==> src/rtl/ts_pkg.sv <==
package ts_pkg;
  // Clear requests from the control module to the datapath
  typedef struct packed {
    logic clrRef;   // external reference clear
    logic clrTerm;  // local terminal-count clear
  } clrStrobes_t;
endpackage

==> src/rtl/ts_ctrl.sv <==
module ts_ctrl
  import ts_pkg::*;
#(
  parameter int WIDTH = 28
) (
  input  logic             clk,
  input  logic             rst,
  input  logic             refPulse,
  input  logic             localEn,
  input  logic [WIDTH-1:0] termValue,
  input  logic [WIDTH-1:0] count,
  output clrStrobes_t      strobes,
  output logic             matchFlag
);
  localparam logic [WIDTH-1:0] ONE = WIDTH'(1);

  logic [WIDTH-1:0] termMinusOne;
  logic             hitNow;

  // Subtract once per edge so the compare sees a register, not an adder
  always_ff @(posedge clk) begin
    if (rst) termMinusOne <= '1;
    else     termMinusOne <= termValue - ONE;
  end

  assign hitNow = (count == termMinusOne);

  // The flag is set in the cycle the count reads T; a reference edge cancels it
  always_ff @(posedge clk) begin
    if (rst) matchFlag <= 1'b0;
    else     matchFlag <= localEn & ~refPulse & hitNow;
  end

  always_comb begin
    strobes.clrRef  = refPulse;
    strobes.clrTerm = matchFlag & localEn & ~refPulse;
  end
endmodule

==> src/rtl/ts_datapath.sv <==
module ts_datapath
  import ts_pkg::*;
#(
  parameter int WIDTH = 28
) (
  input  logic             clk,
  input  logic             rst,
  input  clrStrobes_t      strobes,
  output logic [WIDTH-1:0] count,
  output logic             wrapStrobe
);
  localparam int SUMW = WIDTH + 1;

  logic [SUMW-1:0] incSum;
  logic            clearNow;

  assign incSum   = {1'b0, count} + SUMW'(1);
  assign clearNow = strobes.clrRef | strobes.clrTerm;

  always_ff @(posedge clk) begin
    if (rst) begin
      count      <= '0;
      wrapStrobe <= 1'b0;
    end else begin
      count      <= clearNow ? '0 : incSum[WIDTH-1:0];
      wrapStrobe <= clearNow | incSum[WIDTH];
    end
  end
endmodule

==> src/rtl/disc_timestamp.sv <==
module disc_timestamp
  import ts_pkg::*;
#(
  parameter int WIDTH = 28
) (
  input  logic             clk,
  input  logic             rst,
  input  logic             refPulse,
  input  logic             localEn,
  input  logic [WIDTH-1:0] termValue,
  output logic [WIDTH-1:0] count,
  output logic             wrapStrobe
);
  clrStrobes_t strobes;
  logic        matchFlag;

  ts_ctrl #(.WIDTH(WIDTH)) u_ctrl (
    .clk       (clk),
    .rst       (rst),
    .refPulse  (refPulse),
    .localEn   (localEn),
    .termValue (termValue),
    .count     (count),
    .strobes   (strobes),
    .matchFlag (matchFlag)
  );

  ts_datapath #(.WIDTH(WIDTH)) u_dp (
    .clk        (clk),
    .rst        (rst),
    .strobes    (strobes),
    .count      (count),
    .wrapStrobe (wrapStrobe)
  );
endmodule

==> config.mk <==
export PLATFORM = sky130hd
export DESIGN_NAME = disc_timestamp
export DESIGN_NICKNAME = d
export VERILOG_FILES = /design/src/rtl/ts_pkg.sv /design/src/rtl/ts_ctrl.sv /design/src/rtl/ts_datapath.sv /design/src/rtl/disc_timestamp.sv
export SDC_FILE = /design/constraint.sdc
export NUM_CORES = 1
export LEC_CHECK = 0
export ABC_AREA = 1
export BUFFER_PORTS_ARGS = -buffer_cell sky130_fd_sc_hd__buf_4
export CAP_MARGIN = 20
export CORE_MARGIN = 2
export CORE_UTILIZATION = 51
export DETAILED_ROUTE_END_ITERATION = 7
export PLACE_DENSITY = 0.77
export SETUP_SLACK_MARGIN = 0.05
export SLEW_MARGIN = 20
export SYNTH_ARGS = -nofsm -noshare
export SYNTH_HDL_FRONTEND = slang
export SYNTH_SLANG_ARGS = --single-unit
==> constraint.sdc <==
create_clock -name clk -period 1.24 [get_ports clk]
set_input_delay 0.248 -clock clk [delete_from_list [all_inputs] [get_ports clk]]
set_output_delay 0.248 -clock clk [all_outputs]
set_load 0.03 [all_outputs]
Word-level counts from Yosys, hierarchy flattened --
Cells that the tools add are included. W data, S select, Z words.
Storage, ports and cells: bits of input ports 32, register bits after elaboration 58, output and inout port bits 29, logic and storage cells 15
Operators by class: reductions and logical operators 1, add/subtract/negate cells 2, equal/unequal tests 1, bitwise operators 7
Operators by type and width (count):
- $add A28 B1 Y29 const B | 1
- $eq A28 B28 Y1 | 1
- $sub A28 B1 Y28 const B | 1
- $and A1 B1 Y1 | 4
- $or A1 B1 Y1 | 2
- $reduce_or A2 Y1 | 1
- $not A1 Y1 | 1

Depth between registers and ports, before layout --
word-level depth 4, gate-level depth with buffers 10

Hierarchy --
From an unflattened synthesis, not the netlist that was laid out.
Unflattened totals: cells, all modules 562, area, all modules 3589.7 um2
Modules (own cells, without submodules):
- ts_ctrl | instances 1, cells each 339, sequential area each 580.6 um2, area each 2016.9 um2
- ts_datapath | instances 1, cells each 223, sequential area each 580.6 um2, area each 1572.8 um2

Worst setup path after synthesis --
No wires, ideal clock.
path kind register -> register, start register u_dp.count[1], end register u_dp.count[20], cell stages (with the launch flop) 9, data arrival time 1493 ps, required time 1126 ps, library setup time 114 ps, slack -366 ps, cells stage by stage dfxtp_1 > ha_1 > nand2_1 > nor2_4 > nand2_2 > nor2_2 > nand4_1 > nand2_1 > nor2_1
Between the ends: longest elaborated chain between the ends 1
Ends and longest elaborated chain:
- start: declaration | RTL line ts_datapath.sv:9 | output logic [WIDTH-1:0] count,
- start signal: assignment | RTL line ts_datapath.sv:25 | count <= clearNow ? '0 : incSum[WIDTH-1:0];
- $add A28 B1 Y29 | RTL line ts_datapath.sv:17 | assign incSum = {1'b0, count} + SUMW'(1);
Every way passes these cells. A chain may end at the register's enable or synchronous reset.

Final worst setup path --
start register u_dp.count[15], end register u_dp.count[18]
The elaborated chain is that of the path after synthesis.

==> metrics.txt <==
largest net degree at the start of global routing=19; Top Family by Delay on Critical Path=simple AND/OR/NAND/NOR gates; Arr. time, crit path=2.13 ns; crit path max fanout=6; Core Util, Final=between 80% and 90%; min-delay src=rst; initial antenna violation count=2; Pins Over Slew Limit=0; WHS Path Cells=2; fmax=~530 MHz; Clock Pin Slew Worst Setup and Hold Paths=0.07 ns; top cells by count, synth=155 x nand2_1, 118 x nor2_1, 74 x inv_1; Worst VDD drop=around 1000 uV; Crit path largest cell delay=about 0.4 ns; core box area=0.00639 mm2; Most used DFF post-synth=dfxtp_1; Worst path depth=7; num rows=29; post-synthesis sequential area ratio=34.2%; area grow syn2layout=55.6%; Synth cell types=29; Num CTS Buffers=9; Mapped Avg Cell Area=slightly above 6 um2; clk_skew=around 0.0067 ns; CTS Hold Bufs=0; Buf/Inv on CP=0; Setup WS pre-CTS=-0.211 ns; first-pass GRT wire length=roughly 20000 um; Die Ht=85.5 um; failing checks=DRC, setup timing; Starting Density=between 50 and 60%; asr flop ratio synth=0%; crit path launch type=flop; I/O Buffers=60; LEAKAGE=2.42 nW; Final Hold Vio Count=0; maxcap violations=0; synth top area cells=dfxtp_1 34%, nand2_1 17%, nor2_1 13%, inv_1 8.2%, nand3_1 5.9%; nets=between 700 and 800; most used cell, CP=nand2_1; CP cell instances=nand2_1, nor2_2, nand2_1, nor2_2, nand2_1, nand2_1, nor2_1; CTS Sinks=58; die area=roughly 0.0073 mm2; RSZ-0062 raised after global routing=true; die width=about 86 um; number of flops mapped to enable cells by yosys=0; Routed Antenna Nets=0; final RePlAce weighted congestion=between 0.9 and 1; vias in the first global route=roughly 4.2k; CTS tree=yes; period utilization=152%; vias per cell=around 5.9; Reg2Reg Launch Point=u_dp.count[15]; routed wire length=16300 um; total number of vias=around 4.7k; post-route setup slack=-0.644 ns; diode count=0; GR Util All Layers=about a third; Post-Syn Area=~0.0034 mm2; top-count cell post-synth=nand2_1; status=finished, violations left; Remaining DRCs=120; CP startpoint=u_dp.count[15]; critical path class=flop to flop; drt pass-1 iters=8; Worst Tran Pin Value=roughly 0.49 ns; H-tree levels=3; root buffer cell=clkbuf_8; initial DRC count=~730; Yosys top cell by area=dfxtp_1; worst r2r path cells=7; Setup Viol. Count Final=32; Worst Hold Class=primary input to flop; Worst Path Required=~1.5 ns; post-synth top area share=approximately a third; Post-Synthesis Cells=~560; Post-Syn Nets=595; Pwr Density=approximately 780 mW/mm2; Synth Register Bits=58; layout cells sized above 1=between 30 and 40%; Routed WL per cell=20.4 um; gr ovfl total=0; Worst path slowest cell=dfxtp_4; CTS Buffer Depth=2; Final HPWL DP=roughly 8500 um; min Tclk post-route=between 1.5 and 2 ns; Skew-Pair Late Insertion Delay=between 0.3 and 0.4 ns; Syn. warnings=0; # IOs=between 60 and 70; relative slew slack=between 60% and 70%; Critical Path End Type=flop
==> cell families (layout without fill, tap and decap cells) <==
kind of cell / after synthesis / count (layout) / synth area share, %
XOR/XNOR: 12 / 12 / 3.10
AO/OA/AOI/OAI: 61 / 61 / 9.15
flip-flops: 58 / 58 / 34.2
AND/OR/NAND/NOR: 349 / 349 / 44.0
adder cells (fa/ha/maj): 2 / 2 / 0.738
buffers and inverters: 79 / 239 / 8.78
==> placed cells by master, fill, tap and decap left out, drive strengths merged, types with 10 or more instances in the layout <==
cell,netlist,final
nand2,158,158
buf,2,148
nor2,129,129
inv,74,74
dfxtp,58,58
nand3,41,41
o21ai,32,32
a21oi,27,27
clkbuf,2,14
nand4,10,10
==> routing by layer <==
layer / wire [um] / up-vias / share of wire [%] / track usage (%)
met5: 57 / - / 0.35 / 0
met4: 1490 / 4 / 9.1 / 18.9
met3: 2290 / 169 / 14 / 5.00
met2: 7070 / 432 / 43 / 59.9
met1: 5360 / 1995 / 33 / 40.3
li1: - / 2082 / - / -
==> final cells by class <==
type / instances / area [um2]
fillers: 349 / 1110
repair buffers: 148 / 1260
multi-input cells: 424 / 2180
inverters: 75 / 309
clock inverters: 2 / 10.0
well taps: 77 / 96.3
flip-flops and latches: 58 / 1240
clock buffers: 14 / 173
==> power by group <==
group / internal, W / switching [W]
Combinational: 0.000231 / 0.000283
Sequential: 0.00188 / 0.0000374
Clock: 0.000884 / 0.000789
Total: 0.00299 / 0.00111
==> registers in the layout, indices dropped and copies added (netlist names) <==
| signal | count |
|---|---|
| u_ctrl.termMinusOne | 28 |
| u_dp.count | 28 |
| u_ctrl.matchFlag | 1 |
| u_dp.wrapStrobe | 1 |
==> path summary, 6_finish.rpt <==
kind                                   endpoint  slack, ns
worst min register to register   u_dp.count[27]       0.49
worst max-delay path             u_dp.count[18]      -0.64
worst min-delay path            u_dp.wrapStrobe       0.12
worst max register to register   u_dp.count[18]      -0.64
==> repair_timing <==
action,4_1_cts,5_1_grt
pin swaps,6,11
resized for setup,45,58
cloned,0,0
buffers inserted,10,15
setup endpoints to repair,37,50
==> through the flow <==
stage / area [um2] / setup TNS [ns] / std cells / hold WS (ns) / total power, W
2_1_floorplan: 3560 / -0.178 / 561 / 0.318 / 0.00217
5_1_grt: 5280 / -6.85 / 798 / 0.113 / 0.00420
3_5_place_dp: 4600 / -2.40 / 761 / 0.468 / 0.00244
4_1_cts: 5010 / -0.227 / 786 / 0.113 / 0.00401
3_3_place_gp: 4600 / -1.26 / 761 / 0.470 / 0.00243
6_report: 5280 / -5.90 / 798 / 0.121 / 0.00410
No activity file was read; power rests on OpenSTA's default activity.
